$ cat src/rtl/pll_calc_pkg.sv
package pll_calc_pkg;

    localparam int CW      = 32;            // word and frequency width
    localparam int SCALE   = 10;            // reference pre-scale shift
    localparam int PROD_W  = 48;            // dividend width
    localparam int DIV_W   = 15;            // divisor width (1024*16 fits)
    localparam int SUM_W   = 16;            // signed mfi*mfd+mfn width
    localparam int MFI_MIN = 5;

    // field positions in the control word
    localparam int PD_LSB  = 26;
    localparam int PD_W    = 4;
    localparam int DEN_LSB = 16;
    localparam int DEN_W   = 10;
    localparam int MFI_LSB = 10;
    localparam int MFI_W   = 4;
    localparam int MFN_LSB = 0;
    localparam int MFN_W   = 10;

    typedef struct packed {
        logic [PD_W-1:0]         pd_f;
        logic [DEN_W-1:0]        den_f;
        logic [MFI_W-1:0]        mfi_f;
        logic signed [MFN_W-1:0] mfn_f;
    } pll_fields_t;

    typedef struct packed {
        logic [PROD_W-1:0] dividend;
        logic [DIV_W-1:0]  divisor;
    } div_job_t;

    function automatic pll_fields_t split_word(input logic [CW-1:0] w);
        pll_fields_t f;
        f.pd_f  = w[PD_LSB  +: PD_W];
        f.den_f = w[DEN_LSB +: DEN_W];
        f.mfi_f = w[MFI_LSB +: MFI_W];
        f.mfn_f = w[MFN_LSB +: MFN_W];
        return f;
    endfunction

endpackage

$ cat src/rtl/pll_word_decode.sv
module pll_word_decode
    import pll_calc_pkg::*;
(
    input  logic [CW-1:0] word_i,
    input  logic [CW-1:0] ref_i,
    output div_job_t      job_o
);
    pll_fields_t             fld;
    logic [MFI_W-1:0]        mfi_eff;
    logic [DEN_W:0]          mfd;
    logic [PD_W:0]           pd;
    logic signed [SUM_W-1:0] sum;
    logic [CW-SCALE-1:0]     ref_s;

    always_comb begin
        fld     = split_word(word_i);
        mfi_eff = (fld.mfi_f < MFI_W'(MFI_MIN)) ? MFI_W'(MFI_MIN) : fld.mfi_f;
        mfd     = {1'b0, fld.den_f} + 1'b1;
        pd      = {1'b0, fld.pd_f} + 1'b1;
        ref_s   = ref_i[CW-1:SCALE];
        sum     = $signed(SUM_W'(mfi_eff) * SUM_W'(mfd)) + SUM_W'(fld.mfn_f);
        job_o.divisor = DIV_W'(mfd) * DIV_W'(pd);
        if (sum > 0)
            job_o.dividend = PROD_W'({ref_s, 1'b0}) * PROD_W'(sum[SUM_W-2:0]);
        else
            job_o.dividend = '0;
    end

    // divisor never zero
    always_comb begin
        divisor_nonzero_chk: assert (job_o.divisor != '0);
    end
endmodule

$ cat src/rtl/pll_seq_divider.sv
module pll_seq_divider
    import pll_calc_pkg::*;
#(
    parameter int N_W = PROD_W,
    parameter int D_W = DIV_W,
    parameter int Q_W = CW - SCALE
) (
    input  logic           clk,
    input  logic           rst,
    input  logic           load_i,
    input  logic [N_W-1:0] dividend_i,
    input  logic [D_W-1:0] divisor_i,
    output logic           busy_o,
    output logic           valid_o,
    output logic [Q_W-1:0] quot_o
);
    localparam int CNT_W = $clog2(N_W + 1);

    logic [N_W-1:0]   dvd_q;
    logic [D_W-1:0]   dvs_q;
    logic [D_W-1:0]   rem_q;
    logic [CNT_W-1:0] cnt_q;
    logic [D_W:0]     shifted;
    logic [D_W:0]     diff;
    logic             take;
    logic [N_W-1:0]   dvd_nxt;

    always_comb begin
        shifted = {rem_q, dvd_q[N_W-1]};
        take    = shifted >= {1'b0, dvs_q};
        diff    = shifted - {1'b0, dvs_q};
        dvd_nxt = {dvd_q[N_W-2:0], take};
    end

    always_ff @(posedge clk) begin
        if (rst) begin
            dvd_q   <= '0;
            dvs_q   <= '0;
            rem_q   <= '0;
            cnt_q   <= '0;
            busy_o  <= 1'b0;
            valid_o <= 1'b0;
            quot_o  <= '0;
        end else begin
            valid_o <= 1'b0;
            if (busy_o) begin
                rem_q <= take ? diff[D_W-1:0] : shifted[D_W-1:0];
                dvd_q <= dvd_nxt;
                cnt_q <= cnt_q - 1'b1;
                if (cnt_q == CNT_W'(1)) begin
                    busy_o  <= 1'b0;
                    valid_o <= 1'b1;
                    quot_o  <= dvd_nxt[Q_W-1:0];
                end
            end else if (load_i) begin
                dvd_q  <= dividend_i;
                dvs_q  <= divisor_i;
                rem_q  <= '0;
                cnt_q  <= CNT_W'(N_W);
                busy_o <= 1'b1;
            end
        end
    end

    // partial remainder stays below the divisor
    rem_bound_chk: assert property (@(posedge clk) disable iff (rst)
        busy_o |-> rem_q < dvs_q);

    valid_pulse_chk: assert property (@(posedge clk) disable iff (rst)
        valid_o |=> !valid_o);

    valid_after_busy_chk: assert property (@(posedge clk) disable iff (rst)
        valid_o |-> !busy_o && $past(busy_o));

    quot_hold_chk: assert property (@(posedge clk) disable iff (rst)
        busy_o && cnt_q != CNT_W'(1) |=> $stable(quot_o));
endmodule

$ cat src/rtl/pll_freq_calc.sv
module pll_freq_calc
    import pll_calc_pkg::*;
(
    input  logic          clk,
    input  logic          rst,
    input  logic          calc_start,
    input  logic [CW-1:0] pll_word,
    input  logic [CW-1:0] ref_hz,
    output logic [CW-1:0] freq_hz,
    output logic          calc_done
);
    div_job_t            job;
    logic                busy;
    logic                load;
    logic [CW-SCALE-1:0] quot;

    pll_word_decode u_decode (
        .word_i (pll_word),
        .ref_i  (ref_hz),
        .job_o  (job)
    );

    assign load = calc_start && !busy;

    pll_seq_divider #(
        .N_W (PROD_W),
        .D_W (DIV_W),
        .Q_W (CW - SCALE)
    ) u_div (
        .clk        (clk),
        .rst        (rst),
        .load_i     (load),
        .dividend_i (job.dividend),
        .divisor_i  (job.divisor),
        .busy_o     (busy),
        .valid_o    (calc_done),
        .quot_o     (quot)
    );

    assign freq_hz = {quot, {SCALE{1'b0}}};

    // a start while busy must not restart the sequence
    start_ignored_chk: assert property (@(posedge clk) disable iff (rst)
        busy && calc_start |=> busy || calc_done);

    freq_stable_chk: assert property (@(posedge clk) disable iff (rst)
        !calc_done |-> $stable(freq_hz) || $past(rst));
endmodule

$ cat config.mk
export PLATFORM = sky130hd
export DESIGN_NAME = pll_freq_calc
export DESIGN_NICKNAME = d
export VERILOG_FILES = /design/src/rtl/pll_calc_pkg.sv /design/src/rtl/pll_word_decode.sv /design/src/rtl/pll_seq_divider.sv /design/src/rtl/pll_freq_calc.sv
export SDC_FILE = /design/constraint.sdc
export NUM_CORES = 1
export LEC_CHECK = 0
export BUFFER_PORTS_ARGS = -buffer_cell sky130_fd_sc_hd__buf_2
export CAP_MARGIN = 5
export CORE_MARGIN = 1.5
export CORE_UTILIZATION = 50
export CTS_CLUSTER_SIZE = 8
export DETAILED_ROUTE_END_ITERATION = 10
export GPL_TIMING_DRIVEN = 1
export PLACE_DENSITY = 0.67
export REMOVE_ABC_BUFFERS = 1
export SYNTH_ARGS = -nofsm -noshare
export SYNTH_HDL_FRONTEND = slang
export SYNTH_SLANG_ARGS = --single-unit
$ cat constraint.sdc
create_clock -name clk -period 12.1 [get_ports clk]
set_input_delay 0.605 -clock clk [delete_from_list [all_inputs] [get_ports clk]]
set_output_delay 0.605 -clock clk [all_outputs]
set_load 0.03 [all_outputs]
==> results_dict.tcl <==
set metrics [dict create \
    syn_avg_cell_area_sq_um 8.36 \
    drive_gt1_share_pct 6.80 \
    clkSlewWorstSetupHoldPaths_ps 70 \
    worstPathMaxFanout 23 \
    fp.dieArea_sq_um 40200 \
    drtPass1Iterations 5 \
    cts_tree "done" \
    gp_congestion 0.870 \
    setup_tns_ps 0 \
    ys_types 69 \
    dieHeight_um 200 \
    cts.sinks 108 \
    synthFlopType "dfxtp_1" \
    via_count 15500 \
    final_cells 2856 \
    synth_warnings 0 \
    cts_hold_buf 0 \
    cts_resized 0 \
    finalMaxSlewViolations 0 \
    cts.path.max_buffers 2 \
    cts-root-buf "clkbuf_16" \
    finish.net_count 2881 \
    synthCells 2330 \
    grt_pass1_vias 16200 \
    wl_per_cell_um 15.7 \
    path_delay_family "adder cells" \
    worstSetupEndpointType "register" \
    n_antenna_cell 0 \
    htree_num_levels 3 \
    grt_pass1_wl_mm 78.6 \
    cp.required_ps 12320 \
    ys_async_sr_fraction_pct 0 \
    critPathKind "primary input to register" \
    ys_seq_elements 108 \
    drc_errors 0 \
    max-slew-margin-rel_pct 16.7 \
    synth_area_sq_um 19500 \
    clock_latency_ps 360 \
    mostFrequentLayoutCells "inv_1, nand2_1, fa_1" \
    drv_cap 0 \
    start_util_pct 50.5 \
    hpwl_mm 35.9 \
    cp_common_cell "fa_1" \
    cp-start-kind "primary input" \
    final_common_cell "inv_1" \
    track_usage_pct 23.5 \
    grt.overflow.total 0 \
    worstPathArrival_ps 11320 \
    core_area_sq_um 38600 \
    post-route-period-util_pct 91.8 \
    status "completed" \
    ant_nets 0 \
    timing.fmax_ghz 0.0901 \
    ys_seq_area_share_pct 11.1 \
    drt-initial-drc-count 765 \
    cts_made_buffers 9 \
    drt_wl_total_mm 44.7 \
    row_count 72 \
    dp.cells 2840 \
    area_delta_synth_final_pct 6.16 \
    hold_violations 0 \
    rsz0062_at_grt "false" \
    max_stage_delay_ps 550 \
    die_w_um 200 \
    antenna_found_initial 0 \
    via_per_inst 5.41 \
    post_cts_buffers 0 \
    io_buffers 75 \
    synth_enable_flop_cells 0 \
    grt_max_degree 86 \
    cp_num_buf_inv 9 \
    min_path_type "register to register" \
    cp_slowest_cell "fa_1" \
    min_period_ps 11100 \
    timing.hold.ws_ps 452 \
    fin_worst_skew_ps 10.3 \
    setup_viol 0 \
    io_pins 100 \
    tightest_slew_ps 1240 \
]
## worst paths after layout
| kind | startpoint | endpoint | slack [ps] | depth (start not counted) |
|---|---|---|---|---|
| max | pll_word[16] | u_div.dvd_q[34]$_SDFFE_PP0P_ | 1000 | 46 |
| min reg2reg | u_div.quot_o[11]$_SDFFE_PP0P_ | u_div.quot_o[11]$_SDFFE_PP0P_ | 450 | 2 |
| max reg2reg | u_div.dvd_q[47]$_SDFFE_PP0P_ | u_div.rem_q[14]$_SDFFE_PP0P_ | 8720 | 12 |
| min | u_div.quot_o[11]$_SDFFE_PP0P_ | u_div.quot_o[11]$_SDFFE_PP0P_ | 450 | 2 |
## cell families (layout without fill, tap and decap cells)
family	after synthesis	count (layout)	synth area share, %
other cells	1	10	0.0192
mux	16	16	0.822
xor+xnor	88	88	3.95
fa+ha+maj	481	481	42.6
buf+inv	495	494	9.80
flops	108	108	11.1
simple gates	799	799	19.9
compound gates	342	342	11.8
## routing by layer
| metal | global-route usage [%] | up-vias | routed length [um] |
|---|---|---|---|
| met5 | 0 | - | 0 |
| met4 | 3.76 | 0 | 564 |
| met3 | 2.00 | 54 | 1350 |
| met2 | 42.8 | 275 | 22800 |
| met1 | 30.8 | 7754 | 20000 |
| li1 | - | 7372 | - |
## Yosys cell counts (18+ instances only)
cell,n,share of area (%)
a21o_1,33,1.3
a21oi_1,124,3.2
and2_1,143,4.6
clkbuf_1,102,2.0
dfxtp_1,108,11
fa_1,304,31
ha_1,177,11
inv_1,372,7.2
nand2_1,348,6.7
nand2b_1,18,0.58
nand3_1,18,0.46
nor2_1,117,2.3
nor2b_1,39,1.3
nor3_1,22,0.56
nor3b_1,48,1.8
o21ai_0,48,1.2
xnor2_1,54,2.4
xor2_1,34,1.5
## flip-flops by register name (all words and copies together) (netlist names)
name / count
u_div.quot_o: 22
u_div.rem_q: 15
u_div.valid_o: 1
u_div.dvs_q: 15
u_div.dvd_q: 48
u_div.busy_o: 1
u_div.cnt_q: 6
## worst min-delay path: stages, from the launching register on
cell	delay, ps
dfxtp_1	310
nand2_1	50
a21oi_1	50
## final cells by class
type / instances / area (sq um)
inverter: 373 / 1400
fill: 3742 / 17900
clock buffer: 11 / 264
clock inverter: 5 / 87.6
timing repair buffer: 105 / 601
multi-input combinational: 1736 / 15500
tap: 518 / 648
sequential: 108 / 2170
## metrics by stage
step           util [%]  setup slack, ps  instance area, sq um
2_1_floorplan         -             1270                 19000
3_3_place_gp       52.7              581                 20300
3_5_place_dp       52.7              473                 20300
4_1_cts            53.6              804                 20700
5_1_grt            53.7             64.6                 20700
6_report           53.7              996                 20700
Power is not shown: default switching activity piles up to over one toggle a cycle in this logic, so the estimate is an artifact.
